## config.mk

```make
export PLATFORM = sky130hd
export DESIGN_NAME = ftd_top
export DESIGN_NICKNAME = d
export VERILOG_FILES = /design/src/rtl/ftd_pkg.sv /design/src/rtl/ftd_block_track.sv /design/src/rtl/ftd_lane_walk.sv /design/src/rtl/ftd_dllp_decode.sv /design/src/rtl/ftd_top.sv
export SDC_FILE = /design/constraint.sdc
export NUM_CORES = 1
export LEC_CHECK = 0
export ABC_CLOCK_PERIOD_IN_PS = 10300
export BUFFER_PORTS_ARGS = -buffer_cell sky130_fd_sc_hd__buf_4
export CORE_ASPECT_RATIO = 2
export CORE_UTILIZATION = 45
export DETAILED_ROUTE_END_ITERATION = 7
export PLACE_DENSITY = 0.65
export SETUP_SLACK_MARGIN = 0.5
export SYNTH_ARGS = -nofsm -noshare
export SYNTH_HDL_FRONTEND = slang
export SYNTH_SLANG_ARGS = --single-unit
```

## constraint.sdc

```tcl
create_clock -name clk -period 10.3 [get_ports clk]
set_input_delay 2.575 -clock clk [delete_from_list [all_inputs] [get_ports clk]]
set_output_delay 2.575 -clock clk [all_outputs]
set_load 0.02 [all_outputs]
```

## src/rtl/ftd_pkg.sv

```systemverilog
package ftd_pkg;
  localparam logic [7:0] SYM_SDP_A = 8'hF0;
  localparam logic [7:0] SYM_SDP_B = 8'hAC;
  localparam logic [7:0] SYM_SDS   = 8'hE1;
  localparam logic [1:0] SYNC_OS   = 2'b01;
  localparam logic [1:0] SYNC_DATA = 2'b10;
  localparam int DLLP_SYMS = 6;
  localparam int SKIP_W    = 13;

  typedef enum logic [2:0] {
    WK_IDLE, WK_SDP_B, WK_DLLP, WK_STP_B, WK_SKIP
  } walk_e;

  typedef enum logic [2:0] {
    FC_NONE = 3'd0, FC_INIT_P = 3'd1, FC_INIT_NP = 3'd2,
    FC_INIT_CPL = 3'd3, FC_UPD_P = 3'd4
  } dllp_kind_e;
endpackage

```

## src/rtl/ftd_block_track.sv

```systemverilog
module ftd_block_track
  import ftd_pkg::*;
(
  input  logic       clk,
  input  logic       rst_n,
  input  logic       valid,
  input  logic       start,
  input  logic [1:0] sync,
  input  logic [7:0] lane0,
  output logic       search,
  output logic       clr
);
  logic stream_q, data_q;
  logic is_start, data_start;

  always_comb begin
    is_start   = valid && start;
    data_start = is_start && (sync == SYNC_DATA);
    clr        = is_start && (sync != SYNC_DATA);
    search     = valid && stream_q && (is_start ? data_start : data_q);
  end

  always_ff @(posedge clk or negedge rst_n) begin
    if (!rst_n) begin
      stream_q <= 1'b0;
      data_q   <= 1'b0;
    end else if (is_start) begin
      data_q <= (sync == SYNC_DATA);
      if (sync != SYNC_DATA)
        stream_q <= (sync == SYNC_OS) && (lane0 == SYM_SDS);
    end
  end
endmodule

```

## src/rtl/ftd_lane_walk.sv

```systemverilog
module ftd_lane_walk
  import ftd_pkg::*;
#(
  parameter int LANES = 4,
  localparam int LW = (LANES > 1) ? $clog2(LANES) : 1
) (
  input  logic               clk,
  input  logic               rst_n,
  input  logic               search,
  input  logic               clr,
  input  logic [8*LANES-1:0] data,
  output logic               hit_dllp,
  output logic [47:0]        hit_bytes,
  output logic               hit_tlp,
  output logic [LW-1:0]      hit_lane
);
  walk_e             mode_q, m;
  logic [SKIP_W-1:0] cnt_q, c, rem;
  logic [3:0]        hi_q, hi;
  logic [47:0]       buf_q, bf;
  logic [10:0]       len;
  logic [7:0]        b;
  logic              done, tfound;
  logic [LW-1:0]     tlane;

  always_comb begin
    m = mode_q; c = cnt_q; hi = hi_q; bf = buf_q;
    done = 1'b0; tfound = 1'b0; tlane = '0;
    len = '0; rem = '0; b = '0;
    for (int i = 0; i < LANES; i++) begin
      b = data[8*i +: 8];
      unique case (m)
        WK_IDLE: begin
          if (b == SYM_SDP_A && (i % 4) == 0) begin
            m = WK_SDP_B;
          end else if (b[3:0] == 4'hF) begin
            m  = WK_STP_B;
            hi = b[7:4];
            if (!tfound) begin
              tfound = 1'b1;
              tlane  = LW'(i);
            end
          end
        end
        WK_SDP_B: begin
          if (b == SYM_SDP_B) begin
            m = WK_DLLP;
            c = '0;
          end else begin
            m = WK_IDLE;
          end
        end
        WK_DLLP: begin
          bf[{c[2:0], 3'b000} +: 8] = b;
          if (c == SKIP_W'(DLLP_SYMS - 1)) begin
            m    = WK_IDLE;
            done = 1'b1;
          end else begin
            c = c + 1'b1;
          end
        end
        WK_STP_B: begin
          len = {b[6:0], hi};
          rem = (len < 11'd2) ? SKIP_W'(2) : ({len, 2'b00} - SKIP_W'(2));
          m   = WK_SKIP;
          c   = rem;
        end
        WK_SKIP: begin
          if (c == SKIP_W'(1)) m = WK_IDLE;
          c = c - 1'b1;
        end
        default: m = WK_IDLE;
      endcase
    end
    hit_dllp  = search && done;
    hit_tlp   = search && tfound;
    hit_lane  = tlane;
    hit_bytes = bf;
  end

  always_ff @(posedge clk or negedge rst_n) begin
    if (!rst_n) begin
      mode_q <= WK_IDLE;
      cnt_q  <= '0;
      hi_q   <= '0;
      buf_q  <= '0;
    end else if (clr) begin
      mode_q <= WK_IDLE;
      cnt_q  <= '0;
    end else if (search) begin
      mode_q <= m;
      cnt_q  <= c;
      hi_q   <= hi;
      buf_q  <= bf;
    end
  end
endmodule

```

## src/rtl/ftd_dllp_decode.sv

```systemverilog
module ftd_dllp_decode
  import ftd_pkg::*;
(
  input  logic [47:0] bytes,
  output logic [2:0]  kind,
  output logic [7:0]  hdr,
  output logic [11:0] dat
);
  logic [7:0] b0, b1, b2, b3;
  dllp_kind_e k;

  always_comb begin
    b0 = bytes[7:0];
    b1 = bytes[15:8];
    b2 = bytes[23:16];
    b3 = bytes[31:24];
    k  = FC_NONE;
    if (!b0[3]) begin
      unique case (b0[7:4])
        4'h4:    k = FC_INIT_P;
        4'h5:    k = FC_INIT_NP;
        4'h6:    k = FC_INIT_CPL;
        4'h8:    k = FC_UPD_P;
        default: k = FC_NONE;
      endcase
    end
    kind = k;
    hdr  = {b1[5:0], b2[7:6]};
    dat  = {b2[3:0], b3};
  end
endmodule

```

## src/rtl/ftd_top.sv

```systemverilog
module ftd_top
  import ftd_pkg::*;
#(
  parameter int LANES = 4,
  localparam int LW = (LANES > 1) ? $clog2(LANES) : 1
) (
  input  logic               clk,
  input  logic               rst_n,
  input  logic               rx_valid,
  input  logic               rx_start_block,
  input  logic [1:0]         rx_sync_hdr,
  input  logic [8*LANES-1:0] rx_data,
  output logic               dllp_valid,
  output logic [47:0]        dllp_bytes,
  output logic [2:0]         dllp_kind,
  output logic [7:0]         fc_hdr,
  output logic [11:0]        fc_data,
  output logic               tlp_start,
  output logic [LW-1:0]      tlp_lane
);
  logic          search, clr;
  logic          hit_dllp, hit_tlp;
  logic [47:0]   hit_bytes;
  logic [LW-1:0] hit_lane;
  logic [2:0]    kind_d;
  logic [7:0]    hdr_d;
  logic [11:0]   dat_d;

  ftd_block_track u_track (
    .clk(clk), .rst_n(rst_n), .valid(rx_valid), .start(rx_start_block),
    .sync(rx_sync_hdr), .lane0(rx_data[7:0]), .search(search), .clr(clr)
  );

  ftd_lane_walk #(.LANES(LANES)) u_walk (
    .clk(clk), .rst_n(rst_n), .search(search), .clr(clr), .data(rx_data),
    .hit_dllp(hit_dllp), .hit_bytes(hit_bytes),
    .hit_tlp(hit_tlp), .hit_lane(hit_lane)
  );

  ftd_dllp_decode u_dec (
    .bytes(hit_bytes), .kind(kind_d), .hdr(hdr_d), .dat(dat_d)
  );

  always_ff @(posedge clk or negedge rst_n) begin
    if (!rst_n) begin
      dllp_valid <= 1'b0;
      dllp_bytes <= '0;
      dllp_kind  <= '0;
      fc_hdr     <= '0;
      fc_data    <= '0;
      tlp_start  <= 1'b0;
      tlp_lane   <= '0;
    end else begin
      dllp_valid <= hit_dllp;
      tlp_start  <= hit_tlp;
      if (hit_dllp) begin
        dllp_bytes <= hit_bytes;
        dllp_kind  <= kind_d;
        fc_hdr     <= hdr_d;
        fc_data    <= dat_d;
      end
      if (hit_tlp) tlp_lane <= hit_lane;
    end
  end
endmodule

```

# Word-level counts from Yosys, hierarchy flattened
# Cells that the tools add are included.
dict set report totals {
  latch_bits 0
  rom_bits 0
  n_memories 0
  mem_bits_rw 0
  out_inout_bits 75
  in_bits 38
  ff_bits 145
  wordCells 185
}
dict set report op_classes {
  mux 87
  shifts 8
  add_sub_neg 16
  div 0
  n_eq_ne 41
  bitwise 1
  mul 0
  reduce_logical 15
  n_lt_le_gt_ge 4
}
# operator count
set op_table {}
lappend op_table {{case mux 13 bit (4 select lines)} 4}
lappend op_table {{bitwise mux 48 bit} 4}
lappend op_table {{2-to-1 mux 48 bit} 4}
lappend op_table {{variable shift 8 x 8 -> 48 bit (first input constant)} 4}
lappend op_table {{indexed part select 8 x 8 -> 48 bit} 4}
lappend op_table {{2-to-1 mux 13 bit} 14}
lappend op_table {{case mux 3 bit (5 select lines)} 4}
lappend op_table {{adder 13 x 1 -> 13 bit (second input constant)} 4}
lappend op_table {{equality test 13 x 1 -> 1 bit (second input constant)} 4}
lappend op_table {{equality test 13 x 3 -> 1 bit (second input constant)} 4}
lappend op_table {{subtractor 13 x 1 -> 13 bit (second input constant)} 4}
lappend op_table {{subtractor 13 x 2 -> 13 bit (second input constant)} 4}
lappend op_table {{equality test 8 bit (second input constant)} 6}
lappend op_table {{2-to-1 mux 3 bit} 16}
lappend op_table {{less-than comparator 11 x 2 -> 1 bit (second input constant)} 4}
lappend op_table {{2-to-1 mux 4 bit} 9}
lappend op_table {{negator 6 -> 8 bit} 4}
lappend op_table {{equality test 3 x 2 -> 1 bit (second input constant)} 8}
lappend op_table {{2-to-1 mux 2 bit} 12}
lappend op_table {{equality test 4 bit (second input constant)} 5}
lappend op_table {{2-to-1 mux 1 bit} 19}
lappend op_table {{equality test 3 x 1 -> 1 bit (second input constant)} 4}
lappend op_table {{equality test 3 bit (second input constant)} 4}
lappend op_table {{equality test 4 x 3 -> 1 bit (second input constant)} 3}
lappend op_table {{other kinds (9)} 20}

# Depth between registers and ports, before layout
dict set report depth {
  depth_word 17
  mapped_depth 34
}

# By module
# From an unflattened synthesis, not the netlist that was laid out.
dict set report unflattened {
  hier_cells 1779
  area_unflattened_um2 14495.2
}
# mod instances area_per_inst_um2 cells_each seq_area_each_um2
set modules_own_cells {}
lappend modules_own_cells {ftd_lane_walk 1 11070.6 1584 1701.6}
lappend modules_own_cells {ftd_top 1 3113.0 156 1876.8}
lappend modules_own_cells {ftd_dllp_decode 1 187.7 26 0.0}
lappend modules_own_cells {ftd_block_track 1 123.9 13 50.0}

# Worst setup path after synthesis
# No wires, ideal clock.
dict set report synth_timing {
  path_type {input to register}
  startpoint {input port rx_data[4]}
  endpoint {register dllp_kind[1]}
  stages 29
  path_buffers 6
  setup_slack_ps 744
  arrival_time_ps 9429
  t_required_ps 10174
  setup_time_ps 126
  cell_sequence {and4bb_1 a2111oi_4 o31ai_1 and2_1 buf_4 nand4_1 or2_2 clkbuf_1 nor3_2 o311ai_2 clkbuf_1 ha_1 inv_1 nor3_1 nand3_1 o41ai_1 mux2_1 buf_6 inv_2 clkbuf_1 ha_1 ha_1 or4b_2 nor4_4 buf_2 mux2i_1 nor2_1 nand4_1 o21ai_0}
}
dict set report synth_between {
  elab_chain_cells 16
  elab_cells_between_ends 86
  cone_classes {add/sub: 10; order compare: 3; eq/ne: 20; shift: 7; mux: 43; reduce/logical: 3}
}
# element line
set synth_rtl {}
lappend synth_rtl {{start, declared} ftd_top.sv:12} ;# input logic [8*LANES-1:0] rx_data,
lappend synth_rtl {{less-than comparator 11 x 2 -> 1 bit, or another cell as far along} ftd_lane_walk.sv:64} ;# rem = (len < 11'd2) ? SKIP_W'(2) : ({len, 2'b00} - SKIP_W'(2));
lappend synth_rtl {{2-to-1 mux 13 bit, or another cell as far along} ftd_lane_walk.sv:64}
lappend synth_rtl {{case mux 13 bit (4 select lines) / 2-to-1 mux 4 bit (equally long branches)} ftd_lane_walk.sv:32} ;# unique case (m)
lappend synth_rtl {{adder 13 x 1 -> 13 bit, or another cell as far along} ftd_lane_walk.sv:59} ;# c = c + 1'b1;
lappend synth_rtl {{2-to-1 mux 13 bit, on equally long branches} {ftd_lane_walk.sv:55, ftd_lane_walk.sv:64}}
lappend synth_rtl {{case mux 13 bit (4 select lines)} ftd_lane_walk.sv:32}
lappend synth_rtl {{adder 13 x 1 -> 13 bit / equality test 13 x 3 -> 1 bit (equally long branches)} {ftd_lane_walk.sv:59, ftd_lane_walk.sv:55}}
lappend synth_rtl {{2-to-1 mux 13 bit} ftd_lane_walk.sv:55} ;# if (c == SKIP_W'(DLLP_SYMS - 1)) begin
lappend synth_rtl {{case mux 13 bit (4 select lines)} ftd_lane_walk.sv:32}
lappend synth_rtl {{negator 6 -> 8 bit} ftd_lane_walk.sv:54} ;# bf[{c[2:0], 3'b000} +: 8] = b;
lappend synth_rtl {{indexed part select 8 x 8 -> 48 bit / variable shift 8 x 8 -> 48 bit (equally long branches)} ftd_lane_walk.sv:54}
lappend synth_rtl {{bitwise mux 48 bit} ftd_lane_walk.sv:54}
lappend synth_rtl {{2-to-1 mux 48 bit} ftd_lane_walk.sv:32}
lappend synth_rtl {{equality test 4 bit / equality test 4 x 3 -> 1 bit (equally long branches)} ftd_dllp_decode.sv:19} ;# unique case (b0[7:4])
lappend synth_rtl {{case mux 3 bit (4 select lines)} ftd_dllp_decode.sv:19}
lappend synth_rtl {{2-to-1 mux 3 bit} ftd_dllp_decode.sv:18} ;# if (!b0[3]) begin
lappend synth_rtl {{end signal, assigned} ftd_top.sv:58} ;# dllp_kind <= kind_d;
lappend synth_rtl {{end, declared} ftd_top.sv:15} ;# output logic [2:0] dllp_kind,
# Several ways; a longest one is shown, not always the timed one.
# A chain may end at the register's enable or synchronous reset.

# Worst setup path after layout
dict set report layout_timing {
  startpoint {input port rx_data[6]}
  endpoint {register u_walk.cnt_q[1]}
}
dict set report layout_between {
  elab_chain_cells 14
  elab_cells_between_ends 69
  cone_classes {add/sub: 9; order compare: 4; eq/ne: 19; mux: 35; reduce/logical: 2}
}
# element line
set layout_rtl {}
lappend layout_rtl {{less-than comparator 11 x 2 -> 1 bit, or another cell as far along} ftd_lane_walk.sv:64}
lappend layout_rtl {{2-to-1 mux 13 bit, or another cell as far along} ftd_lane_walk.sv:64}
lappend layout_rtl {{case mux 13 bit (4 select lines) / 2-to-1 mux 4 bit (equally long branches)} ftd_lane_walk.sv:32}
lappend layout_rtl {{adder 13 x 1 -> 13 bit, or another cell as far along} ftd_lane_walk.sv:59}
lappend layout_rtl {{2-to-1 mux 13 bit, on equally long branches} {ftd_lane_walk.sv:55, ftd_lane_walk.sv:64}}
lappend layout_rtl {{case mux 13 bit (4 select lines)} ftd_lane_walk.sv:32}
lappend layout_rtl {{adder 13 x 1 -> 13 bit / equality test 13 x 3 -> 1 bit (equally long branches)} {ftd_lane_walk.sv:59, ftd_lane_walk.sv:55}}
lappend layout_rtl {{2-to-1 mux 13 bit} ftd_lane_walk.sv:55}
lappend layout_rtl {{case mux 13 bit (4 select lines)} ftd_lane_walk.sv:32}
lappend layout_rtl {{adder 13 x 1 -> 13 bit / equality test 13 x 3 -> 1 bit (equally long branches)} {ftd_lane_walk.sv:59, ftd_lane_walk.sv:55}}
lappend layout_rtl {{2-to-1 mux 13 bit} ftd_lane_walk.sv:55}
lappend layout_rtl {{case mux 13 bit (4 select lines) *} ftd_lane_walk.sv:32}
lappend layout_rtl {{2-to-1 mux 13 bit *} ftd_lane_walk.sv:90} ;# end else if (search) begin
lappend layout_rtl {{2-to-1 mux 13 bit *} ftd_lane_walk.sv:87} ;# end else if (clr) begin
lappend layout_rtl {{end signal, assigned} ftd_lane_walk.sv:84} ;# cnt_q <= '0;
lappend layout_rtl {{end signal, assigned} ftd_lane_walk.sv:89} ;# cnt_q <= '0;
lappend layout_rtl {{end signal, assigned} ftd_lane_walk.sv:92} ;# cnt_q <= c;
lappend layout_rtl {{end, declared} ftd_lane_walk.sv:18} ;# logic [SKIP_W-1:0] cnt_q, c, rem;
# Mark *: on every way between the ends. The rest lies on a longest branch, timed or not. The select of a mux whose other input is x is not followed.

==> results.txt <==
----------------------------------------------------
[Hold path]
  Hold path startpoint ... u_walk.buf_q[18]
  Worst hold path endpoint ... u_walk.buf_q[18]
  Min-Delay Path Depth ... 2
  Kind of path behind the tightest hold check ... flip-flop to flip-flop

[Clocking]
  H-tree depth reported by CTS ... 4
  Clock latency of the later-clocked register in the worst-skew pair ... ~0.44 ns
  Buffer type at the clock tree root ... sky130_fd_sc_hd__clkbuf_16
  Total number of clock tree sinks ... roughly 130
  TritonCTS clock tree ... built
  Clock buffer count from CTS ... 17
  Clock edge transition at the registers on the reported setup and hold paths ... 0.07 ns
  Longest Clk Path Bufs ... 2

[STA]
  Final critical-path share of the clock period ... between 90% and 100%
  Final hold vios ... 0
  Final Max Slew Viols ... 2
  Setup violators final ... 0
  Maximum clock rate ... 0.1057 GHz
  Setup Skew ... 0.01251 ns
  Total negative slack for setup checks ... 0 ns
  Slew @ Worst Pin ... roughly 1.6 ns
  Post-layout minimum cycle time ... around 9.5 ns
  Setup repair after global routing missed its margin ... no
  Worst max-slew margin expressed relative to the limit ... -4.994%

[Route]
  DR WL/cell ... roughly 30 um
  Wirelength, routed ... approximately 65000 um
  Number of antenna-violating nets in the routed design ... 0
  Iteration-0 DRC count of the detailed router ... 1313
  Overall via count from detail_route ... about 15000
  Average via count per standard cell ... 6.822
  Residual DRC count ... 4
  First-pass detailed-route iteration total ... 7

[Pwr]
  Internal power of the cells ... just over 900 uW
  Power share of the combinational group ... about a fifth
  Sequential cell fraction of total power ... between 30% and 40%
  Leak ... ~0.0066 uW
  Net switching share of the total power ... about a third
  Switching pwr ... 446.9 uW
  Power per cell area ... between 90 and 100 nW/um^2
  Part of the total power dissipated in the clock network ... between 40% and 50%
  IR Drop Worst-Case VDD ... between 0.0001 and 0.00015 V

[Critical path]
  Beginning of the critical path ... rx_data[6]
  CP Launch Type ... input pin
  Cell count of the worst reg-to-reg path ... 21
  Reg2Reg Setup Slack ... between 1.5 and 2 ns
  Worst Path Max Fanout ... 16
  Data arrival time of the critical path ... around 9.7 ns
  Worst Path Required ... around 11 ns
  End of the worst register-to-register path ... u_walk.cnt_q[1]
  Kind of end point of the critical path ... flip-flop
  Startpoint of the lowest-slack register-to-register path ... u_walk.cnt_q[0]
  WS Path Type ... input pin to flip-flop

[Floorplan]
  Full die area ... 30490 sq um
  Core box area ... about 30000 sq um
  Horiz. Die Dim ... approximately 120 um
  Row count ... 89
  Vertical extent of the die ... about 250 um
  Ports ... 113
  Initial core utilization ... a little under half

[Place]
  Number of port buffers ... 112
  Placer congestion estimate ... approximately 1
  Detailed placement HPWL ... 48470 um
  Number of instances in the placed design ... roughly 2100

[Yosys]
  Post-synthesis cell area ... ~13000 sq um
  Unique masters post-synth ... between 100 and 150
  Post-Syn Area per Cell ... between 7 and 8 sq um
  Yosys Warn Count ... 0
  Most used flip-flop cell after synthesis ... sky130_fd_sc_hd__dfrtp_1
  Flip-flop and latch count after synthesis ... about 130
  Number of cells produced by synthesis ... about 1700
  Number of nets in the synthesized netlist ... between 1500 and 2000
  Fraction of synthesis flops using an asynchronous set or reset pin ... 100.0%
  Sequential share of the synthesized area ... 23.36%
  Count of flip-flops with a built-in enable after synthesis ... 0

[Cells and area]
  Fraction of final layout cells with drive strength greater than 1 ... 19.17%
  Layout overhead on the synthesized area ... 12.37%
  Fillers ... approximately 3000
  Final nets ... between 1500 and 2000
  Final Non-Filler Cells ... approximately 2200

[Global route]
  Maximum number of pins on one net before global-route repair ... roughly 70
  All-Layer GR Usage ... between 40 and 50%
  Antenna violations before repair ... 1
  GRT Residual Overflow ... 0
  First-pass GRT wire length ... roughly 93000 um
  Number of global-route vias before repair ... approximately 14000

[Status]
  Result of the run ... finished with violations
  Violated checks ... design-rule violations, max-capacitance violations, max-slew violations

[Run]
  Max Cap Violations ... 1

----------------------------------------------------
==> final cells by class <==
cell class	count	area, sq um	share of cell area, %
Multi-Input combinational cell	1380	9236	61.38
Inverter	69	260.3	1.729
Antenna cell	2	5.005	0.03326
Sequential cell	125	3128	20.79
Clock buffer	18	429.2	2.852
Timing Repair Buffer	183	1388	9.221
Clock inverter	14	146.4	0.9728
Tap cell	364	455.4	3.027
==> Yosys cell counts, types with 13 or more instances <==
| library cell | instances | area share [%] |
|---|---|---|
| sky130_fd_sc_hd__a21oi_1 | 121 | 4.5 |
| sky130_fd_sc_hd__a31oi_1 | 55 | 2.6 |
| sky130_fd_sc_hd__and2_1 | 16 | 0.75 |
| sky130_fd_sc_hd__buf_2 | 28 | 1.0 |
| sky130_fd_sc_hd__buf_4 | 23 | 1.3 |
| sky130_fd_sc_hd__clkbuf_1 | 100 | 2.8 |
| sky130_fd_sc_hd__dfrtp_1 | 125 | 23 |
| sky130_fd_sc_hd__ha_1 | 26 | 2.4 |
| sky130_fd_sc_hd__inv_1 | 63 | 1.8 |
| sky130_fd_sc_hd__mux2_2 | 28 | 2.4 |
| sky130_fd_sc_hd__mux2_4 | 15 | 1.7 |
| sky130_fd_sc_hd__mux2i_1 | 101 | 7.5 |
| sky130_fd_sc_hd__nand2_1 | 169 | 4.7 |
| sky130_fd_sc_hd__nand3_1 | 71 | 2.7 |
| sky130_fd_sc_hd__nand4_1 | 38 | 1.8 |
| sky130_fd_sc_hd__nor2_1 | 176 | 4.9 |
| sky130_fd_sc_hd__nor3_1 | 49 | 1.8 |
| sky130_fd_sc_hd__nor4_1 | 28 | 1.3 |
| sky130_fd_sc_hd__o21ai_0 | 99 | 3.7 |
| sky130_fd_sc_hd__or2_2 | 13 | 0.61 |
| sky130_fd_sc_hd__or3_1 | 15 | 0.70 |
| sky130_fd_sc_hd__or4_1 | 20 | 1.1 |
| sky130_fd_sc_hd__xnor2_1 | 31 | 2.0 |
| sky130_fd_sc_hd__xor2_1 | 14 | 0.92 |
==> power groups by stage <==
stage               Sequential, uW  Clock (uW)  Combinational (uW)
floorplan                      501           0                 145
global placement               501           0                 247
detailed placement             501           0                 247
CTS                            492         611                 248
global route                   492         628                 271
finish                         492         606                 259
==> logic make-up after synthesis <==
family / after synthesis / synth area share [%]
simple gates: 695 / 27.46
compound gates: 467 / 23.83
buf+inv: 232 / 8.110
mux: 146 / 11.75
flops: 125 / 23.36
xor+xnor: 46 / 3.065
fa+ha+maj: 26 / 2.429
==> per-layer routing <==
layer	routed length, um	track usage (%)	up-vias
li1	-	-	6476
met1	21500	42.28	7123
met2	31620	71.80	788
met3	4562	11.99	315
met4	7066	40.06	0
met5	0	0	-
==> worst max-delay path: stages <==
cell                        delay, ns
sky130_fd_sc_hd__buf_4           0.19
sky130_fd_sc_hd__and4bb_1        0.37
sky130_fd_sc_hd__a2111oi_4       0.16
sky130_fd_sc_hd__or4_4           0.59
sky130_fd_sc_hd__o22ai_1         0.29
sky130_fd_sc_hd__o2111ai_1       0.34
sky130_fd_sc_hd__or4_4           0.70
sky130_fd_sc_hd__nor3_2          0.24
sky130_fd_sc_hd__o311ai_2        0.16
sky130_fd_sc_hd__buf_4           0.25
sky130_fd_sc_hd__inv_2           0.12
sky130_fd_sc_hd__ha_1            0.20
sky130_fd_sc_hd__a21boi_0        0.51
sky130_fd_sc_hd__nand3_1         0.26
sky130_fd_sc_hd__o31ai_1         0.23
sky130_fd_sc_hd__a21boi_0        0.15
sky130_fd_sc_hd__a211o_1         0.34
sky130_fd_sc_hd__or3_1           0.43
sky130_fd_sc_hd__buf_4           0.18
sky130_fd_sc_hd__nor4_1          1.23
sky130_fd_sc_hd__o41ai_1         0.20
==> placed cells by master, fill, tap and decap left out, types with 8 or more instances in the layout <==
master,Yosys,layout
sky130_fd_sc_hd__nand2_1,169,169
sky130_fd_sc_hd__mux2i_1,101,100
sky130_fd_sc_hd__nand2b_1,11,11
sky130_fd_sc_hd__or4_1,20,19
sky130_fd_sc_hd__ha_1,26,26
sky130_fd_sc_hd__o22ai_1,12,12
sky130_fd_sc_hd__nand3_1,71,70
sky130_fd_sc_hd__xor2_1,14,14
sky130_fd_sc_hd__nor2_1,176,176
sky130_fd_sc_hd__a31oi_1,55,55
sky130_fd_sc_hd__dfrtp_1,125,125
sky130_fd_sc_hd__inv_1,63,63
sky130_fd_sc_hd__clkbuf_16,0,17
sky130_fd_sc_hd__o21a_1,12,12
sky130_fd_sc_hd__nand4_1,38,38
sky130_fd_sc_hd__o211ai_1,11,11
sky130_fd_sc_hd__o31ai_1,10,10
sky130_fd_sc_hd__a22oi_1,8,8
sky130_fd_sc_hd__mux2_4,15,15
sky130_fd_sc_hd__and2_1,16,15
sky130_fd_sc_hd__buf_4,23,180
sky130_fd_sc_hd__mux2_2,28,29
sky130_fd_sc_hd__xnor2_1,31,31
sky130_fd_sc_hd__nor3_1,49,48
sky130_fd_sc_hd__and4_1,11,11
sky130_fd_sc_hd__o21ai_0,99,99
sky130_fd_sc_hd__or2_2,13,13
sky130_fd_sc_hd__nor4_1,28,26
sky130_fd_sc_hd__or3_1,15,15
sky130_fd_sc_hd__a21oi_1,121,121
sky130_fd_sc_hd__o221ai_1,8,8
sky130_fd_sc_hd__and3_1,12,10
sky130_fd_sc_hd__a211oi_1,10,10
==> what timing repair did <==
item / in CTS / in global routing
setup endpoints to repair: 0 / 46
hold buffers: 0 / 0
gates resized for setup: 0 / 7
buffers inserted: 0 / 5
==> metrics by stage <==
| stage | setup WS (ns) | cell area (sq um) | hold WS, ns | total power, uW | utilization, % |
|---|---|---|---|---|---|
| floorplan | 0.7442 | 13390 | 0.4457 | 645.8 | - |
| global placement | 0.4656 | 14390 | 0.4637 | 748.4 | 48.94 |
| detailed placement | 0.4088 | 14390 | 0.4751 | 748.4 | 48.94 |
| CTS | 0.8242 | 14960 | 0.4895 | 1351 | 50.90 |
| global route | 0.5316 | 15040 | 0.5162 | 1391 | 51.17 |
| finish | 0.8393 | 15050 | 0.4920 | 1358 | 51.19 |
==> sequential cells by signal, indices dropped and copies added (netlist names) <==
signal	flops
u_walk.buf_q	48
u_walk.cnt_q	13
u_walk.hi_q	4
u_track.stream_q	1
dllp_bytes	48
tlp_start	1
dllp_kind	3
u_track.data_q	1
tlp_lane	2
u_walk.mode_q	3
dllp_valid	1
==> worst max-delay path by stage <==
stage | slack (ns) | cells after the start | endpoint
2_1_floorplan | 0.74 | 29 | dllp_kind[1]
3_3_place_gp | 0.47 | 26 | dllp_kind[1]
3_5_place_dp | 0.41 | 25 | dllp_kind[0]
4_1_cts | 0.82 | 26 | dllp_kind[1]
5_1_grt | 0.53 | 26 | dllp_kind[1]
6_report | 0.84 | 21 | u_walk.cnt_q[1]
(Power assumes the default switching activity.)
